$ cat src/rtl/ledr_pkg.sv
// Shared types and helpers for the two-wire transition-coded link.
// Assumes nothing beyond a single synthesizable compile unit.
package ledr_pkg;

    typedef enum logic [1:0] {
        TX_IDLE = 2'd0,
        TX_SEND = 2'd1,
        TX_WAIT = 2'd2
    } tx_state_e;

    // Parity wire value that keeps exactly one wire moving for new_bit.
    function automatic logic next_phase(input logic new_bit,
                                        input logic cur_level,
                                        input logic cur_phase);
        return (new_bit == cur_level) ? ~cur_phase : cur_phase;
    endfunction

endpackage

$ cat src/rtl/ledr_sync2.sv
// Two-flop synchronizer for a WIDTH-bit bus of independent levels.
// Assumes each bit is a slow level or toggle (no multi-bit coherency needed
// beyond what the two-wire code itself guarantees).
module ledr_sync2 #(
    parameter int WIDTH = 1
) (
    input  logic             clk,
    input  logic             rst_n,
    input  logic [WIDTH-1:0] d,
    output logic [WIDTH-1:0] q
);

    logic [WIDTH-1:0] stage1;

    // Capture the asynchronous level and let it settle for one cycle.
    always_ff @(posedge clk) begin
        if (!rst_n) begin
            stage1 <= '0;
            q      <= '0;
        end else begin
            stage1 <= d;
            q      <= stage1;
        end
    end

endmodule

$ cat src/rtl/ledr_tx.sv
// Transmit end: accepts a word, shifts it out MSB first onto the level and
// parity wires (one wire transition per bit, one bit every BIT_TICKS cycles),
// then waits for a toggle on the synchronized acknowledge before the next
// word. Assumes the acknowledge input is asynchronous to clk.
module ledr_tx
    import ledr_pkg::*;
#(
    parameter int DATA_W    = 8,
    parameter int BIT_TICKS = 2
) (
    input  logic              clk,
    input  logic              rst_n,
    input  logic              in_valid,
    input  logic [DATA_W-1:0] in_data,
    output logic              in_ready,
    input  logic              ack_in,
    output logic              wire_level,
    output logic              wire_phase
);

    localparam int CNT_W  = $clog2(DATA_W + 1);
    localparam int TICK_W = $clog2(BIT_TICKS + 1);

    tx_state_e         state;
    logic [DATA_W-1:0] shreg;
    logic [CNT_W-1:0]  bits_left;
    logic [TICK_W-1:0] gap;
    logic              ack_sync;
    logic              ack_seen;
    logic              ack_new;
    logic              accept;
    logic              next_bit;
    logic              nphase;

    ledr_sync2 #(.WIDTH(1)) u_ack_sync (
        .clk   (clk),
        .rst_n (rst_n),
        .d     (ack_in),
        .q     (ack_sync)
    );

    // Decode handshake and the bit about to be driven.
    always_comb begin
        ack_new  = ack_sync ^ ack_seen;
        in_ready = (state == TX_IDLE) || ((state == TX_WAIT) && ack_new);
        accept   = in_valid && in_ready;
        next_bit = (state == TX_SEND) ? shreg[DATA_W-1] : in_data[DATA_W-1];
        nphase   = next_phase(next_bit, wire_level, wire_phase);
    end

    // Sequence words onto the line and track the acknowledge handshake.
    always_ff @(posedge clk) begin
        if (!rst_n) begin
            state      <= TX_IDLE;
            shreg      <= '0;
            bits_left  <= '0;
            gap        <= '0;
            ack_seen   <= 1'b0;
            wire_level <= 1'b0;
            wire_phase <= 1'b0;
        end else begin
            if ((state == TX_WAIT) && ack_new) begin
                ack_seen <= ack_sync;
            end
            case (state)
                TX_IDLE, TX_WAIT: begin
                    if (accept) begin
                        wire_level <= next_bit;
                        wire_phase <= nphase;
                        shreg      <= in_data << 1;
                        bits_left  <= CNT_W'(DATA_W - 1);
                        gap        <= TICK_W'(BIT_TICKS - 1);
                        state      <= TX_SEND;
                    end else if (state == TX_WAIT && ack_new) begin
                        state <= TX_IDLE;
                    end
                end
                TX_SEND: begin
                    if (gap != '0) begin
                        gap <= gap - 1'b1;
                    end else if (bits_left != '0) begin
                        wire_level <= next_bit;
                        wire_phase <= nphase;
                        shreg      <= shreg << 1;
                        bits_left  <= bits_left - 1'b1;
                        gap        <= TICK_W'(BIT_TICKS - 1);
                    end else begin
                        state <= TX_WAIT;
                    end
                end
                default: state <= TX_IDLE;
            endcase
        end
    end

endmodule

$ cat src/rtl/ledr_rx.sv
// Receive end: synchronizes the two line wires, detects each bit as a change
// of level XOR parity, shifts the level in MSB first, and after DATA_W bits
// strobes the word out and toggles the acknowledge once.
// Assumes the line wires change at most once per bit period, slower than clk.
module ledr_rx #(
    parameter int DATA_W = 8
) (
    input  logic              clk,
    input  logic              rst_n,
    input  logic              wire_level,
    input  logic              wire_phase,
    output logic              out_valid,
    output logic [DATA_W-1:0] out_data,
    output logic              ack_out
);

    localparam int CNT_W = $clog2(DATA_W + 1);

    logic [1:0]        line_sync;
    logic              lvl_s;
    logic              par_last;
    logic              bit_evt;
    logic              word_done;
    logic [CNT_W-1:0]  cnt;
    logic [DATA_W-1:0] shreg;
    logic [DATA_W-1:0] shift_next;

    ledr_sync2 #(.WIDTH(2)) u_line_sync (
        .clk   (clk),
        .rst_n (rst_n),
        .d     ({wire_level, wire_phase}),
        .q     (line_sync)
    );

    // Detect a new bit and form the shifted word.
    always_comb begin
        lvl_s      = line_sync[1];
        bit_evt    = (line_sync[1] ^ line_sync[0]) != par_last;
        word_done  = bit_evt && (cnt == CNT_W'(DATA_W - 1));
        shift_next = {shreg[DATA_W-2:0], lvl_s};
    end

    // Collect bits, deliver the word and toggle the acknowledge.
    always_ff @(posedge clk) begin
        if (!rst_n) begin
            par_last  <= 1'b0;
            cnt       <= '0;
            shreg     <= '0;
            out_valid <= 1'b0;
            out_data  <= '0;
            ack_out   <= 1'b0;
        end else begin
            out_valid <= 1'b0;
            if (bit_evt) begin
                par_last <= ~par_last;
                if (word_done) begin
                    out_data  <= shift_next;
                    out_valid <= 1'b1;
                    ack_out   <= ~ack_out;
                    cnt       <= '0;
                    shreg     <= '0;
                end else begin
                    shreg <= shift_next;
                    cnt   <= cnt + 1'b1;
                end
            end
        end
    end

endmodule

$ cat src/rtl/ledr_link.sv
// Top: transmitter and receiver of the two-wire word-serial link joined by
// their line and acknowledge wires, which are also brought out for
// observation. Assumes DATA_W >= 2 and 1 <= BIT_TICKS <= 5, so that the
// transmitter has finished its last bit period before the acknowledge returns.
module ledr_link #(
    parameter int DATA_W    = 8,
    parameter int BIT_TICKS = 2
) (
    input  logic              clk,
    input  logic              rst_n,
    input  logic              tx_valid,
    input  logic [DATA_W-1:0] tx_data,
    output logic              tx_ready,
    output logic              rx_valid,
    output logic [DATA_W-1:0] rx_data,
    output logic              line_state,
    output logic              line_phase,
    output logic              line_ack
);

    ledr_tx #(.DATA_W(DATA_W), .BIT_TICKS(BIT_TICKS)) u_tx (
        .clk        (clk),
        .rst_n      (rst_n),
        .in_valid   (tx_valid),
        .in_data    (tx_data),
        .in_ready   (tx_ready),
        .ack_in     (line_ack),
        .wire_level (line_state),
        .wire_phase (line_phase)
    );

    ledr_rx #(.DATA_W(DATA_W)) u_rx (
        .clk        (clk),
        .rst_n      (rst_n),
        .wire_level (line_state),
        .wire_phase (line_phase),
        .out_valid  (rx_valid),
        .out_data   (rx_data),
        .ack_out    (line_ack)
    );

endmodule

$ cat config.mk
export PLATFORM = sky130hd
export DESIGN_NAME = ledr_link
export DESIGN_NICKNAME = d
export VERILOG_FILES = /design/src/rtl/ledr_pkg.sv /design/src/rtl/ledr_sync2.sv /design/src/rtl/ledr_tx.sv /design/src/rtl/ledr_rx.sv /design/src/rtl/ledr_link.sv
export SDC_FILE = /design/constraint.sdc
export NUM_CORES = 1
export LEC_CHECK = 0
export BUFFER_PORTS_ARGS = -buffer_cell sky130_fd_sc_hd__buf_4
export CAP_MARGIN = 20
export CORE_MARGIN = 5
export CORE_UTILIZATION = 60
export CTS_BUF_LIST = sky130_fd_sc_hd__clkbuf_4 sky130_fd_sc_hd__clkbuf_8 sky130_fd_sc_hd__clkbuf_16
export CTS_CLUSTER_SIZE = 28
export DETAILED_ROUTE_END_ITERATION = 10
export PLACE_DENSITY = 0.9
export SLEW_MARGIN = 20
export SYNTH_ARGS = -nofsm -noshare
export SYNTH_HDL_FRONTEND = slang
export SYNTH_SLANG_ARGS = --single-unit
$ cat constraint.sdc
create_clock -name clk -period 5.2 [get_ports clk]
set_input_delay 0.52 -clock clk [delete_from_list [all_inputs] [get_ports clk]]
set_output_delay 0.52 -clock clk [all_outputs]
set_load 0.005 [all_outputs]
==> flow_metrics.env <==
export IMPL_outcome="complete, no violations"
export IMPL_cts_root_buf="clkbuf_4"
export IMPL_cts_buffers=5
export IMPL_placed_area_um2=1970
export IMPL_powerDensity_nw_per_um2=335
export IMPL_coreArea_um2=2980
export IMPL_drt_pre_antenna_iters=7
export IMPL_clk_latency_ns=0.35
export IMPL_antennaDiodeCount=0
export IMPL_power_share_clock_pct=25.6
export IMPL_grt_pass1_wl_um=5800
export IMPL_yosysSeqAreaShare_pct=50.7
export IMPL_max_cap_viol_count=0
export IMPL_h_tree_depth=2
export IMPL_synthTopCellsByArea="dfxtp_1 51%, nand2_1 7.4%, nor2_1 6.0%, a21oi_1 3.9%, a22oi_1 2.9%"
export IMPL_ys_ff_latch=46
export IMPL_worstPathRequired_ns=5.43
export IMPL_tritoncts="yes"
export IMPL_synth_most_common_cell="dfxtp_1"
export IMPL_holdPathStages=3
export IMPL_cts_setup_buffers=0
export IMPL_synth_avg_cell_area_um2=9.12
export IMPL_ys_types=39
export IMPL_grt_ovfl_total=0
export IMPL_io_buffers=23
export IMPL_ant_nets=0
export IMPL_cp_max_fo=17
export IMPL_gp_congestion=0.776
export IMPL_route_vias_total=1408
export IMPL_post_synth_instance_area_um2=1820
export IMPL_first_global_vias=1320
export IMPL_antenna_found_initial=0
export IMPL_grt_max_degree=35
export IMPL_dieArea_um2=4230
export IMPL_swShare_pct=27.2
export IMPL_fin_tns_setup_ns=0
export IMPL_initialDrtViolationCount=91
export IMPL_ioPinCount=24
export IMPL_max_freq_ghz=0.467
export IMPL_ys_flop_type="dfxtp_1"
export IMPL_avgViaCountPerCell=5.54
export IMPL_start_util_pct=61.0
export IMPL_r2r_cells=7
export IMPL_ir_drop_uv=204
export IMPL_min_period_ns=2.14
export IMPL_async_flop_share_pct=0
export IMPL_skew_ns=0.0106
export IMPL_syn_instance_count=199
export IMPL_postCtsHoldBufs=0
export IMPL_drive_above_1_share_pct=16.3
export IMPL_slew_headroom_pct=41.7
export IMPL_yosysWarnings=0
export IMPL_rsz0062_at_grt="no"
export IMPL_crit_type="flop to flop"
export IMPL_area_delta_synth_final_pct=12.2
export IMPL_synth_nets=212
export IMPL_final_area_um2=2040
export IMPL_tightest_slew_ns=0.869
export IMPL_hold_path_class="primary input to flop"
export IMPL_die_h_um=65.0
export IMPL_yosys_top_cells_count="46 x dfxtp_1, 36 x nand2_1, 29 x nor2_1"
export IMPL_grt_usage_pct=17.6
export IMPL_slew_viol_final=0
export IMPL_fin_crit_sh_pct=41.2
export IMPL_synth_edff_count=0
export IMPL_cts_resized=0
export IMPL_startpoint_type="flop"
export IMPL_seqPwrFrac_pct=57.7
export IMPL_hold_viol_final=0
export IMPL_synth_top_area_share_pct=50.7
export IMPL_cp_arrival_ns=2.37
export IMPL_die_x_um=65.0
export IMPL_dp_hpwl_um=2260
export IMPL_p_int_uw=497
export IMPL_rows=20
export IMPL_clk_path_buf_depth=2
export IMPL_setup_violations=0
export IMPL_clk_pin_slew_worst_paths_ns=0.12
export IMPL_p_leak_nw=0.803
export IMPL_yosys_area_top_type="dfxtp_1"
export IMPL_endpoint_kind="flop"
export IMPL_wirelength_um=3270
export IMPL_post_drt_wl_per_cell_um=12.9
export IMPL_drc=0
export IMPL_clkSinkCount=46
export IMPL_pwr_share_comb_pct=16.7
export IMPL_p_switching_uw=186
export IMPL_fin_nets=233
-- metal layers --
| metal | wire length (um) | track usage (%) |
|---|---|---|
| met1 | 1410 | 20.2 |
| met2 | 1660 | 30.7 |
| met3 | 178 | 4.68 |
| met4 | 21 | 7.12 |
| met5 | 0 | 0 |
-- worst paths after layout --
| check | start | endpoint | slack, ns |
|---|---|---|---|
| worst max-delay path | u_tx.bits_left[0] | u_tx.shreg[2] | 3.06 |
| worst min-delay path | tx_data[3] | u_tx.shreg[4] | 0.44 |
| worst max register to register | u_tx.bits_left[0] | u_tx.shreg[2] | 3.06 |
| worst min register to register | u_rx.u_line_sync.stage1[0] | u_rx.u_line_sync.q[0] | 0.45 |
-- sequential cells by signal, indices dropped and copies added (netlist names), 2 cells and up --
name and cells:
u_rx.u_line_sync.q 2, u_tx.gap 2, u_tx.bits_left 4, u_tx.shreg 7, u_rx.cnt 4, u_rx.out_data 8
u_rx.u_line_sync.stage1 2, u_rx.shreg 7, u_tx.state 2
-- cell type report --
type / count / area (um2)
sequential: 46 / 921
clock buffer: 7 / 58.8
inverter: 3 / 11.3
clock inverter: 1 / 5.00
fill: 251 / 941
tap: 33 / 41.3
timing repair buffer: 23 / 173
multi-input combinational: 141 / 827
-- worst max-delay path: stages (launching register included) --
cell and delay (ns):
dfxtp_1 0.39, inv_1 0.06, ha_1 0.22, or3b_1 0.21, nor4b_4 0.27, or2_1 0.50
nor2_1 0.10, a311oi_1 0.27
-- power groups by stage --
stage                     sequential, mW  clock, mW  combinational [mW]
final                              0.394      0.175               0.114
after global routing               0.399      0.198               0.129
after CTS                          0.394      0.181               0.115
after detailed placement           0.401          0               0.114
after global placement             0.401          0               0.110
after floorplan                    0.397          0              0.0928
-- placed cells by master, fill, tap and decap left out, types with 3 or more instances in the layout --
| cell type | n |
|---|---|
| nor2_1 | 29 |
| nand2b_1 | 3 |
| dfxtp_1 | 46 |
| clkbuf_4 | 6 |
| nand2_1 | 36 |
| nand3_1 | 3 |
| a21oi_1 | 14 |
| a311oi_1 | 6 |
| and2_1 | 7 |
| a22oi_1 | 7 |
| xor2_1 | 3 |
| buf_4 | 23 |
| xnor2_1 | 5 |
-- metrics by stage --
step           instances  total power, mW  setup WS [ns]  hold WS, ns  utilization, %
6_report             254            0.683           3.06        0.440            68.4
5_1_grt              254            0.725           2.89        0.422            68.4
4_1_cts              254            0.689           3.08        0.422            68.4
3_5_place_dp         246            0.515           3.09        0.418            66.3
3_3_place_gp         246            0.511           3.20        0.413            66.3
2_1_floorplan        199            0.490           3.38        0.412               -
-- cell families (layout without fill, tap and decap cells) --
kind of cell    after synthesis  in the layout  synth area share (%)
simple gates                 92             92                  24.2
flops                        46             46                  50.7
compound gates               36             36                  13.7
buf+inv                      12             34                  3.72
xor+xnor                      9              9                  5.17
fa+ha+maj                     2              2                  1.38
mux                           2              2                  1.10
No activity file was read; power rests on OpenSTA's default activity.
